==> src/rtl/tprSwitchPkg.sv <==
package tprSwitchPkg;
  // Strobes from control to datapath
  typedef struct packed {
    logic forceOff;  // enable low: open the switch
    logic setSw;     // close the switch
    logic clrSw;     // open the switch
  } tprStrobeT;
endpackage

==> src/rtl/tprSwitchDatapath.sv <==
module tprSwitchDatapath
  import tprSwitchPkg::*;
(
  input  logic      clk,
  input  logic      rstN,
  input  logic      lowSideIn,
  input  tprStrobeT strb,
  output logic      lowFall,
  output logic      switchOn
);
  logic lowQ;

  always_ff @(posedge clk or negedge rstN) begin
    if (!rstN) lowQ <= 1'b0;
    else       lowQ <= lowSideIn;
  end

  assign lowFall = lowQ & ~lowSideIn;

  always_ff @(posedge clk or negedge rstN) begin
    if (!rstN)             switchOn <= 1'b0;
    else if (strb.forceOff) switchOn <= 1'b0;
    else if (strb.setSw)    switchOn <= 1'b1;
    else if (strb.clrSw)    switchOn <= 1'b0;
  end
endmodule

==> src/rtl/tprSwitchControl.sv <==
module tprSwitchControl
  import tprSwitchPkg::*;
#(
  parameter int ARM_EDGES = 1
) (
  input  logic      clk,
  input  logic      rstN,
  input  logic      enable,
  input  logic      vccOverProt,
  input  logic      vccAboveOn,
  input  logic      vccBelowOff,
  input  logic      lowFall,
  output tprStrobeT strb
);
  localparam int CW = $clog2(ARM_EDGES + 2);
  localparam logic [CW-1:0] ARM_LIMIT = CW'(ARM_EDGES);

  logic [CW-1:0] edgeCnt;
  logic          armed;

  assign armed = (edgeCnt == ARM_LIMIT);

  always_ff @(posedge clk or negedge rstN) begin
    if (!rstN)                  edgeCnt <= '0;
    else if (!enable)           edgeCnt <= '0;
    else if (lowFall && !armed) edgeCnt <= edgeCnt + 1'b1;
  end

  always_comb begin
    strb = '0;
    if (!enable) begin
      strb.forceOff = 1'b1;
    end else if (vccOverProt) begin
      strb.setSw = 1'b1;
    end else if (lowFall && armed) begin
      if (vccAboveOn)       strb.setSw = 1'b1;
      else if (vccBelowOff) strb.clrSw = 1'b1;
    end
  end
endmodule

==> src/rtl/tprSwitchCtrl.sv <==
module tprSwitchCtrl
  import tprSwitchPkg::*;
#(
  parameter int ARM_EDGES = 1
) (
  input  logic clk,
  input  logic rstN,
  input  logic enable,
  input  logic vccOverProt,
  input  logic vccAboveOn,
  input  logic vccBelowOff,
  input  logic lowSideIn,
  output logic switchOn
);
  tprStrobeT strb;
  logic      lowFall;

  tprSwitchControl #(.ARM_EDGES(ARM_EDGES)) u_ctrl (
    .clk(clk), .rstN(rstN), .enable(enable),
    .vccOverProt(vccOverProt), .vccAboveOn(vccAboveOn),
    .vccBelowOff(vccBelowOff), .lowFall(lowFall), .strb(strb)
  );

  tprSwitchDatapath u_dp (
    .clk(clk), .rstN(rstN), .lowSideIn(lowSideIn),
    .strb(strb), .lowFall(lowFall), .switchOn(switchOn)
  );
endmodule

==> config.mk <==
export PLATFORM = sky130hd
export DESIGN_NAME = tprSwitchCtrl
export DESIGN_NICKNAME = d
export VERILOG_FILES = /design/src/rtl/tprSwitchPkg.sv /design/src/rtl/tprSwitchDatapath.sv /design/src/rtl/tprSwitchControl.sv /design/src/rtl/tprSwitchCtrl.sv
export SDC_FILE = /design/constraint.sdc
export NUM_CORES = 1
export LEC_CHECK = 0
export ABC_AREA = 1
export BUFFER_PORTS_ARGS = -buffer_cell sky130_fd_sc_hd__buf_2
export CORE_AREA = 2 2 39 41
export DETAILED_ROUTE_END_ITERATION = 12
export DIE_AREA = 0 0 41 43
export HOLD_SLACK_MARGIN = 0.15
export MAX_ROUTING_LAYER = met4
export SLEW_MARGIN = 40
export SYNTH_ARGS = -nofsm -noshare
export SYNTH_HDL_FRONTEND = slang
export SYNTH_SLANG_ARGS = --single-unit
==> constraint.sdc <==
create_clock -name clk -period 3.54 [get_ports clk]
set_clock_uncertainty 0.2 [all_clocks]
set_input_delay 0.177 -clock clk [delete_from_list [all_inputs] [get_ports clk]]
set_output_delay 0.177 -clock clk [all_outputs]
set_load 0.02 [all_outputs]
Word-level counts from Yosys, hierarchy flattened
Cells that the tools add are included.

Output and inout port bits: 1. Input bits: 7. Bits in registers: 4. Bits in writable memories: 0. Latch bits: 0. ROM bits: 0. Word-level logic and storage cells: 24. Memories: 0.

Order comparisons: 0. Bitwise operators: 2. Reductions and logical operators: 3. Shift-type cells: 0. Div/mod/pow operators: 0. $mul: 0. Add/subtract/negate cells: 1. Eq/ne operators: 3. Multiplexer cells: 12.

Operator list (count): 2-to-1 mux 1 bit (8); 2-to-1 mux 2 bit (4); != test 3 x 1 -> 1 bit (second input constant) (1); adder 2 x 1 -> 2 bit (second input constant) (1); == test 2 x 1 -> 1 bit (second input constant) (1); logical AND 1 bit (2); != test 2 x 1 -> 1 bit (second input constant) (1); bitwise AND 1 bit (1); logical NOT 1 bit (1); inverter 1 bit (1).

Depth between registers and ports, before layout
Word-level depth: 9. Depth in mapped cells: 7. Gate-level depth less buffers: 7.

Modules after synthesis
From an unflattened synthesis, not the netlist that was laid out.

Cell total of the unflattened synthesis: 30. Area, all modules: 222.7 µm².

Modules (own cells, without submodules): tprSwitchControl (times used 1, area each 145.1 µm², cells each 22, seq. area each 50.0 µm²); tprSwitchDatapath (times used 1, area each 77.6 µm², cells each 8, seq. area each 50.0 µm²).

Worst setup path before layout
OpenSTA, ideal clock, no wires.

Path kind: register to register. Start point: reg u_ctrl.edgeCnt[0]. End point: reg u_ctrl.edgeCnt[0]. Buffers on the path: 0. Stages on the path, launching flop included: 6. Slack: 2382 ps. Setup time: 122 ps. Required time: 3218 ps. Period minus slack after synthesis: 1158 ps. Arrival: 836 ps. Cells stage by stage: dfrtp_1 ha_1 inv_1 nand2_1 nand3_1 o21ai_1.

Longest elaborated chain between the ends: 4. Elaborated cells on any way between the ends: 7. Those cells by class: add/sub: 1; eq/ne: 2; mux: 2; reduce/logical: 2.

RTL lines: start, declared (line tprSwitchControl.sv:18) `logic [CW-1:0] edgeCnt;`; start signal, assigned (line tprSwitchControl.sv:26) `else if (lowFall && !armed) edgeCnt <= edgeCnt + 1'b1;`; branches (longest 4 deep; another with adder 2 x 1 -> 2 bit).

Several ways; the timed one is not identified. The select of a mux whose other input is x is not followed. A chain may end at the register's enable or synchronous reset.

Worst setup path in the final report
Start point: in lowSideIn. End point: reg u_dp.switchOn.

Longest elaborated chain between the ends: 8. Elaborated cells on any way between the ends: 10. Those cells by class: eq/ne: 1; mux: 6; bitwise: 2; reduce/logical: 1.

RTL lines: start, declared (line tprSwitchCtrl.sv:12) `input logic lowSideIn,`; inverter 1 bit * (line tprSwitchDatapath.sv:18) `assign lowFall = lowQ & ~lowSideIn;`; bitwise AND 1 bit * (line tprSwitchDatapath.sv:18); logical AND 1 bit * (line tprSwitchControl.sv:35) `end else if (lowFall && armed) begin`; 2-to-1 mux 2 bit * (line tprSwitchControl.sv:35); 2-to-1 mux 1 bit (line tprSwitchControl.sv:33) `end else if (vccOverProt) begin`; 2-to-1 mux 2 bit * (line tprSwitchControl.sv:31) `if (!enable) begin`; 2-to-1 mux 1 bit (line tprSwitchDatapath.sv:23) `else if (strb.setSw) switchOn <= 1'b1;`; 2-to-1 mux 1 bit (line tprSwitchDatapath.sv:22) `else if (strb.forceOff) switchOn <= 1'b0;`; end signal, assigned (line tprSwitchDatapath.sv:22); end signal, assigned (line tprSwitchDatapath.sv:23); end signal, assigned (line tprSwitchDatapath.sv:24) `else if (strb.clrSw) switchOn <= 1'b0;`; end, declared (line tprSwitchDatapath.sv:9) `output logic switchOn`.

Every way passes the cells marked *; elsewhere a longest branch is shown, timed or not.

==> run_results.csv <==
group,metric,value,unit
worst_setup_path,cp_max_fo,3,
synth,seq_area_frac_synth,47.34,%
synth,syn-num-nets,34,
global_routing,grt_start_max_net_pins,5,
worst_setup_path,worstRegToRegCells,7,
synth,avgSynthCellArea,8.133,µm²
worst_setup_path,rr_endpoint,"u_dp.switchOn",
pwr,ir_drop,0.1079,mV
placed_design,hpwlAfterDp,345.9,µm
worst_setup_path,critical_path_arrival,1.70,ns
worst_setup_path,path_delay_family,"buffers and inverters",
timing,drv_slew,0,
routing,avgViaCountPerCell,3.439,
placed_design,dp_worst_setup_slack,2.288,ns
synth,synthXorXnorAreaFrac,0,%
global_routing,grt_pass1_vias,171,
global_routing,antenna_found_initial,0,
synth,synth_warnings,0,
clock_network,cts_made_buffers,3,
timing,worst_pin_slew,0.1784,ns
timing,hold_viol_final,0,
timing,slew_headroom,88.07,%
finish,areaGrowthSynthToFinish,60.35,%
finish,fin_cells,57,
routing,vias,196,
floorplan,rows,14,
status,outcome,"finished clean",
finish,fillers,152,
clock_network,cts_root_buf,"clkbuf_4",
worst_setup_path,cp-start-kind,"input pin",
global_routing,grt-ovfl-total,0,
clock_network,post-cts-setup-buffers,0,
synth,synth_area_leaders,"dfrtp_1 (47%), nand2_1 (11%), inv_1 (8.9%)",
timing,hold_slack,0.2762,ns
min_path,worstHoldStart,"u_ctrl.edgeCnt[0]",
worst_setup_path,cp_slowest_cell,"dlygate4sd3_1",
worst_setup_path,path_cells,"dlygate4sd3_1 > buf_2 > nor2_4 > nand2_1 > nand2_1 > a21oi_1 > dlygate4sd3_1",
finish,drive_above_1_share,31.71,%
routing,drt.antenna.violating_nets,0,
synth,synth-seq-cells,4,
run,cap_violations,0,
clock_network,cts_tree,"done",
global_routing,grt_pass1_wl,627,µm
worst_setup_path,reg2reg_from,"u_ctrl.edgeCnt[0]",
synth,synth_area,211.5,µm²
floorplan,core-area,0.001384,mm²
clock_network,cts_resized,0,
placed_design,place_congestion,0.5761,
routing,drcViolationCount,0,
synth,synthDistinctLibCells,11,
synth,synth_top_area_share,47.34,%
finish,final_util,24.50,%
min_path,hold_end,"u_ctrl.edgeCnt[0]",
pwr,power_density,369.5,mW/mm²
timing,setup_ws,1.743,ns
synth,synthMuxAreaShare,0,%
floorplan,die_h,43,µm
routing,drt_first_pass_iters,4,
clock_network,h-tree-depth,1,
floorplan,initial_utilization,15.28,%
worst_setup_path,reg2reg_slack,1.77,ns
routing,wire_per_inst,7.193,µm
pwr,p_leak,0.1704,nW
clock_network,hold_buffers,5,
worst_setup_path,path_class,"input pin to flop",
timing,rsz0062_at_grt,"false",
floorplan,die_area,0.001763,mm²
synth,synth_compound_area_share,7.101,%
worst_setup_path,cpPeakStageDelay,0.56,ns
routing,first_iter_violations,4,
routing,drt_wl_total,410,µm
synth,synth_fa_ha_area_share,5.917,%
clock_network,clk_latency,0.23,ns
timing,post-route-period-util,50.76,%
clock_network,cts_buffer_depth,2,
timing,post-route-min-period,1.797,ns
finish,nets,51,
worst_setup_path,endpoint_kind,"flop",
clock_network,clkSinkCount,4,
synth,synth_top_family_by_area,"simple AND/OR/NAND/NOR gates",
placed_design,dp_cells,49,
min_path,hold_path.class,"flop to flop",
timing,fmax,0.5565,GHz
timing,setup_viol,0,
floorplan,die_x,41,µm
synth,syn_inst,26,
worst_setup_path,crit_required,3.45,ns
global_routing,grt_usage,6.082,%
worst_setup_path,critPathBufInv,3,
finish,antennaDiodeCount,0,
floorplan,io_pins,8,
placed_design,io_buffer_count,7,
timing,setup_tns,0,ns
synth,yosys.area.top_type,"dfrtp_1",
synth,synth-simple-area-share,28.99,%
clock_network,clk_pin_slew,0.04,ns
min_path,whs_path_depth,1,
final cells by class:
class | instances | area, µm² | share of cell area [%]
inverters | 6 | 22.52 | 6.642
repair buffers | 12 | 85.08 | 25.09
flip-flops and latches | 4 | 100.1 | 29.52
multi-input cells | 16 | 88.84 | 26.20
well taps | 16 | 20.02 | 5.904
clock buffers | 3 | 22.52 | 6.642
metal layers:
metal | global-route usage, % | part of all wire, % | vias up | wire, µm
met5 | - | 0 | - | 0
met4 | 6.000 | 0 | 0 | 0
met3 | 4.712 | 9.8 | 0 | 40
met2 | 7.187 | 47 | 6 | 192
met1 | 5.825 | 43 | 80 | 177
li1 | - | - | 110 | -
cell usage after synthesis:
master,instances
a21oi_1,1
dfrtp_1,4
ha_1,1
inv_1,5
inv_2,1
nand2_1,6
nand3_1,2
nand3_2,1
nor2_1,2
nor2_4,1
o21ai_1,2
layout by cell type, fill, tap and decap left out, drive strengths merged:
master | synthesis | final
clkbuf | 0 | 3
a21oi | 1 | 1
nand3 | 3 | 3
dfrtp | 4 | 4
buf | 0 | 7
nor2 | 3 | 3
inv | 6 | 6
nand2 | 6 | 6
ha | 1 | 1
o21ai | 2 | 2
dlygate4sd3 | 0 | 5
metrics by stage:
stage | power, mW | instance area (µm²)
global route | 0.1377 | 339.1
detailed placement | 0.06734 | 266.5
CTS | 0.1290 | 339.1
global placement | 0.06695 | 266.5
floorplan | 0.05974 | 211.5
finish | 0.1253 | 339.1
kinds of logic after synthesis:
logic type / count (synthesis)
flops: 4
simple gates: 12
compound gates: 3
buf+inv: 6
fa+ha+maj: 1
registers in the layout, indices dropped and copies added, names as in the netlist:
| register | count |
|---|---|
| u_dp.lowQ | 1 |
| u_ctrl.edgeCnt | 2 |
| u_dp.switchOn | 1 |
report_power, final:
group / switching, mW / internal [mW]
registers: 0.00168 / 0.0487
logic: 0.00990 / 0.0106
clock network: 0.0166 / 0.0378
worst register-to-register path, delay by kind of cell, from the launching register on:
family,cells,cell delay [ns]
buffers and inverters,2,0.60
and+or+nand+nor,3,0.15
DFF,1,0.38
AOI/OAI and AO/OA,1,0.12
adders and majority gates,1,0.23
worst max-delay path by stage:
stage	startpoint	endpoint	slack, ns	cells after the start
3_3_place_gp	u_ctrl.edgeCnt[0]	u_dp.switchOn	2.32	6
4_1_cts	lowSideIn	u_dp.switchOn	1.73	7
3_5_place_dp	u_ctrl.edgeCnt[0]	u_dp.switchOn	2.29	6
2_1_floorplan	u_ctrl.edgeCnt[0]	u_ctrl.edgeCnt[0]	2.38	5
5_1_grt	lowSideIn	u_dp.switchOn	1.66	8
6_report	lowSideIn	u_dp.switchOn	1.74	7
No activity file was read; power rests on OpenSTA's default activity.
